## src/rtl/act_fill_pkg.sv

```systemverilog
package act_fill_pkg;
  typedef struct packed {
    logic loadUpper;  // store bus data as held upper word
    logic latchLow;   // store bus data as pending low word
    logic fireFill;   // emit {held upper, bus data}
    logic firePair;   // emit {bus data, pending low}
  } fillStrobes_t;
endpackage

```

## src/rtl/act_fill_ctrl.sv

```systemverilog
module act_fill_ctrl
  import act_fill_pkg::*;
#(
  parameter int ADDR_W = 12,
  parameter logic [ADDR_W-1:0] UPPER_OFS = 12'h01C,
  parameter logic [ADDR_W-1:0] ACT_LO_OFS = 12'h000,
  parameter logic [ADDR_W-1:0] ACT_HI_OFS = 12'h004
) (
  input  logic              clk,
  input  logic              rstN,
  input  logic              busWrite,
  input  logic [ADDR_W-1:0] busAddr,
  input  logic              wide32Mode,
  output fillStrobes_t      strobes
);
  logic lowPending;
  logic hitUpper, hitLo, hitHi;

  assign hitUpper = busWrite && (busAddr == UPPER_OFS);
  assign hitLo    = busWrite && (busAddr == ACT_LO_OFS);
  assign hitHi    = busWrite && (busAddr == ACT_HI_OFS);

  always_comb begin
    strobes = '0;
    strobes.loadUpper = hitUpper;
    strobes.fireFill  = hitLo && wide32Mode;
    strobes.latchLow  = hitLo && !wide32Mode;
    strobes.firePair  = hitHi && !wide32Mode && lowPending;
  end

  always_ff @(posedge clk) begin
    if (!rstN) begin
      lowPending <= 1'b0;
    end else if (strobes.latchLow) begin
      lowPending <= 1'b1;
    end else if (strobes.fireFill || strobes.firePair) begin
      lowPending <= 1'b0;
    end
  end
endmodule

```

## src/rtl/act_fill_dp.sv

```systemverilog
module act_fill_dp
  import act_fill_pkg::*;
#(
  parameter int DATA_W = 32,
  parameter int ADDR_W = 12,
  parameter logic [ADDR_W-1:0] UPPER_OFS = 12'h01C
) (
  input  logic                clk,
  input  logic                rstN,
  input  fillStrobes_t        strobes,
  input  logic [ADDR_W-1:0]   busAddr,
  input  logic [DATA_W-1:0]   busWData,
  output logic [DATA_W-1:0]   busRData,
  output logic                actValid,
  output logic [2*DATA_W-1:0] actData
);
  logic [DATA_W-1:0] upperReg;
  logic [DATA_W-1:0] lowHold;

  always_ff @(posedge clk) begin
    if (!rstN) begin
      upperReg <= '0;
      lowHold  <= '0;
      actValid <= 1'b0;
      actData  <= '0;
    end else begin
      if (strobes.loadUpper) upperReg <= busWData;
      if (strobes.latchLow)  lowHold  <= busWData;
      actValid <= strobes.fireFill || strobes.firePair;
      if (strobes.fireFill)      actData <= {upperReg, busWData};
      else if (strobes.firePair) actData <= {busWData, lowHold};
    end
  end

  assign busRData = (busAddr == UPPER_OFS) ? upperReg : '0;
endmodule

```

## src/rtl/act_upper_fill.sv

```systemverilog
module act_upper_fill
  import act_fill_pkg::*;
#(
  parameter int DATA_W = 32,
  parameter int ADDR_W = 12,
  parameter logic [ADDR_W-1:0] UPPER_OFS = 12'h01C,
  parameter logic [ADDR_W-1:0] ACT_LO_OFS = 12'h000,
  parameter logic [ADDR_W-1:0] ACT_HI_OFS = 12'h004
) (
  input  logic                clk,
  input  logic                rstN,
  input  logic                busWrite,
  input  logic [ADDR_W-1:0]   busAddr,
  input  logic [DATA_W-1:0]   busWData,
  output logic [DATA_W-1:0]   busRData,
  input  logic                wide32Mode,
  output logic                actValid,
  output logic [2*DATA_W-1:0] actData
);
  fillStrobes_t strobes;

  act_fill_ctrl #(
    .ADDR_W(ADDR_W), .UPPER_OFS(UPPER_OFS),
    .ACT_LO_OFS(ACT_LO_OFS), .ACT_HI_OFS(ACT_HI_OFS)
  ) uCtrl (
    .clk(clk), .rstN(rstN), .busWrite(busWrite), .busAddr(busAddr),
    .wide32Mode(wide32Mode), .strobes(strobes)
  );

  act_fill_dp #(
    .DATA_W(DATA_W), .ADDR_W(ADDR_W), .UPPER_OFS(UPPER_OFS)
  ) uDp (
    .clk(clk), .rstN(rstN), .strobes(strobes), .busAddr(busAddr),
    .busWData(busWData), .busRData(busRData),
    .actValid(actValid), .actData(actData)
  );
endmodule

```

## config.mk

```make
export PLATFORM = sky130hd
export DESIGN_NAME = act_upper_fill
export DESIGN_NICKNAME = d
export VERILOG_FILES = /design/src/rtl/act_fill_pkg.sv /design/src/rtl/act_fill_ctrl.sv /design/src/rtl/act_fill_dp.sv /design/src/rtl/act_upper_fill.sv
export SDC_FILE = /design/constraint.sdc
export NUM_CORES = 1
export LEC_CHECK = 0
export BUFFER_PORTS_ARGS = -buffer_cell sky130_fd_sc_hd__buf_2
export CORE_MARGIN = 2
export CORE_UTILIZATION = 58
export CTS_BUF_LIST = sky130_fd_sc_hd__clkbuf_4 sky130_fd_sc_hd__clkbuf_8
export CTS_CLUSTER_DIAMETER = 30
export DETAILED_ROUTE_END_ITERATION = 8
export GPL_ROUTABILITY_DRIVEN = 0
export PLACE_DENSITY = 0.95
export SETUP_SLACK_MARGIN = 0.15
export SLEW_MARGIN = 20
export SYNTH_ARGS = -nofsm -noshare
export SYNTH_HDL_FRONTEND = slang
export SYNTH_SLANG_ARGS = --single-unit
```

## constraint.sdc

```tcl
create_clock -name clk -period 3.3 [get_ports clk]
set_input_delay 0.495 -clock clk [delete_from_list [all_inputs] [get_ports clk]]
set_output_delay 0.495 -clock clk [all_outputs]
set_load 0.02 [all_outputs]
```

==> flow_metrics.py <==
metrics = {
    "synth": {
        "synth.area.top_cells": "dfxtp_1, o21ai_0, and2_1, a22o_1, a21boi_1",
        "synthesis.area_um2": 6080,
        "ys.flop_type": "dfxtp_1",
        "synth-edff-count": 0,
        "syn-instance-count": 747,
        "syn_nets": 795,
        "yosysTopAreaCell": "dfxtp_1",
        "synth_seq_cells": 130,
        "netlist.area_leader.share": 0.428,
        "avgSynthCellArea_um2": 8.14,
        "synth.distinct_cells": 31,
        "synthArstFlopShare": 0,
        "ys_warn_count": 0,
        "synth-seq-area-share": 0.428,
    },
    "run_status": {
        "outcome": "finished clean",
    },
    "timing": {
        "finalSetupViolations": 0,
        "layout_min_cycle_time_ns": 2.48,
        "finalCritPeriodShare": 0.752,
        "worstMarginPinSlew_ns": 0.879,
        "fmax_ghz": 0.403,
        "maxSlewViolCount": 0,
        "relSlewSlack": 0.414,
        "timing.final.ws_setup_ns": 0.818,
        "fin_skew_ns": 0.0139,
        "rsz0062_at_grt": "no",
        "hold_viol_final": 0,
        "fin_setup_tns_ns": 0,
    },
    "routing": {
        "drt-vias-per-instance": 6.15,
        "routedWlPerCell_um": 17.3,
        "antenna_left": 0,
        "drt_iter0_markers": 424,
        "vias": 6074,
        "drcViolationCount": 0,
        "dr.pass1.iters": 5,
        "wl_um": 17100,
    },
    "cells_and_area": {
        "fin_area_um2": 7190,
        "area_delta_synth_final_pct": 18.3,
        "antenna_cells": 0,
        "final_cell_count_no_fill": 988,
        "drive_gt1_frac": 0.231,
        "final_common_cell": "o21ai_0",
        "fillers": 834,
        "layout_common_cells": "o21ai_0, buf_2, dfxtp_1, nand2_1, and2_1",
        "fin_nets": 888,
    },
    "placed_design": {
        "placed_area_um2": 6700,
        "io_buffers": 144,
        "placed_cells": 957,
        "dpl.hpwl_um": 9860,
        "pre_cts_ws_ns": 0.810,
    },
    "die": {
        "die_w_um": 106,
        "chipHeight_um": 106,
        "num_rows": 37,
        "ios": 145,
        "dieArea_um2": 11300,
        "fp.coreArea_um2": 10200,
        "start_util": 0.595,
    },
    "pwr": {
        "ir_drop_mv": 0.262,
        "share_comb_of_total_power": 0.045,
        "p_clk_frac": 0.497,
        "p_int_mw": 2.67,
        "power.switching_uw": 750,
        "netSwitchingFraction": 0.219,
        "cellPowerDensity_nw_per_um2": 476,
        "seqPwrFrac": 0.458,
        "p_leak_nw": 2.81,
    },
    "clock_tree": {
        "htree_levels": 4,
        "cts_root_buf": "clkbuf_8",
        "clock_sinks": 130,
        "cts_hold_buf": 0,
        "postCtsSetupRepairBufs": 0,
        "clock_latency_ns": 0.43,
        "cts_tree": "yes",
        "cts_buffers": 17,
        "ctsResizeCount": 0,
        "clkTransAtPathRegs_ns": 0.08,
        "clock_path_buffers": 2,
    },
    "critical_path": {
        "crit_fanout": 32,
        "critical_path_class": "primary input to output pin",
        "required_ns": 2.80,
        "cp_common_cell": "buf_2",
        "path_buf_inv": 3,
        "critPathTopFamily": "simple AND/OR/NAND/NOR gates",
        "end_kind": "output pin",
        "startpoint_type": "primary input",
        "slowest_delay_ns": 0.46,
        "cpMaxStageDelayCell": "nor3_1",
        "path_cells": "buf_2, nor3_1, and4_1, buf_4, and2_1, buf_2",
        "cp.arrival_ns": 1.99,
    },
    "global_route": {
        "grt_pass1_vias": 5490,
        "grt_start_max_net_pins": 99,
        "grt_usage": 0.300,
        "grt_remaining_overflow": 0,
        "grt_pass1_wl_um": 27700,
        "antenna_found_initial": 0,
    },
    "job": {
        "maxCapViolCount": 0,
    },
    "min_path": {
        "min_path_type": "primary input to flop",
    },
}
layer usage:
metal  global-route usage  part of all wire  vias up
met3               0.0668             0.086       32
met5                    0                 0        -
met1                0.393              0.41     2870
met4               0.0937             0.015        0
li1                     -                 -     2839
met2                0.495              0.49      333
state kept, by name, indices dropped and copies added (netlist names):
register	flops
uCtrl.lowPending	1
uDp.actValid	1
uDp.upperReg	32
uDp.actData	64
uDp.lowHold	32
power groups by stage:
stage	sequential (mW)	combinational [mW]	clock (mW)
after CTS	1.57	0.149	1.71
after floorplan	1.60	0.0745	0
final	1.57	0.154	1.70
after global routing	1.57	0.164	1.79
after detailed placement	1.60	0.149	0
after global placement	1.60	0.148	0
cell usage after synthesis, types with 2 or more instances:
library cell,number
a21oi_1,32
clkbuf_1,54
and4_1,3
buf_12,2
a22o_1,32
a21boi_1,35
o21ai_1,6
nand2_1,65
dfxtp_1,130
nand4_1,33
and2_1,64
nor2_1,3
a21boi_0,30
o21ai_0,187
nand3_1,32
buf_6,8
buf_2,16
buf_1,2
final cells by class:
cell class | instances | area, um^2 | share of cell area
Clock buffer | 18 | 241 | 0.0336
Multi-Input combinational cell | 535 | 3080 | 0.429
Sequential cell | 130 | 2600 | 0.362
Clock inverter | 13 | 258 | 0.0358
Tap cell | 136 | 170 | 0.0237
Timing Repair Buffer | 156 | 838 | 0.117
worst paths after layout:
check / to / start / slack, ns / cells past startpoint
max: busRData[3] / busAddr[5] / 0.82 / 6
min: uDp.upperReg[10] / busWData[10] / 0.34 / 3
max reg2reg: uDp.actData[40] / uCtrl.lowPending / 1.46 / 5
min reg2reg: uDp.actData[45] / uDp.actData[45] / 0.47 / 2
kinds of logic after synthesis:
kind of cell | count (synthesis) | share of synthesized area
AOI/OAI and AO/OA | 322 | 0.311
and+or+nand+nor | 213 | 0.192
DFF | 130 | 0.428
buffers and inverters | 82 | 0.0691
worst register-to-register path: cells and delay by family, from the launching register on:
kind	cells	cell delay, ns
AND/OR/NAND/NOR	2	0.76
buffers and inverters	1	0.37
AO/OA/AOI/OAI	2	0.33
flip-flops	1	0.32
metrics by stage:
| step | total power [mW] | util | hold slack (ns) |
|---|---|---|---|
| 2_1_floorplan | 1.68 | - | 0.443 |
| 3_3_place_gp | 1.75 | 0.654 | 0.452 |
| 3_5_place_dp | 1.75 | 0.654 | 0.462 |
| 4_1_cts | 3.43 | 0.703 | 0.327 |
| 5_1_grt | 3.52 | 0.703 | 0.336 |
| 6_report | 3.42 | 0.703 | 0.340 |
(Power assumes the default switching activity.)
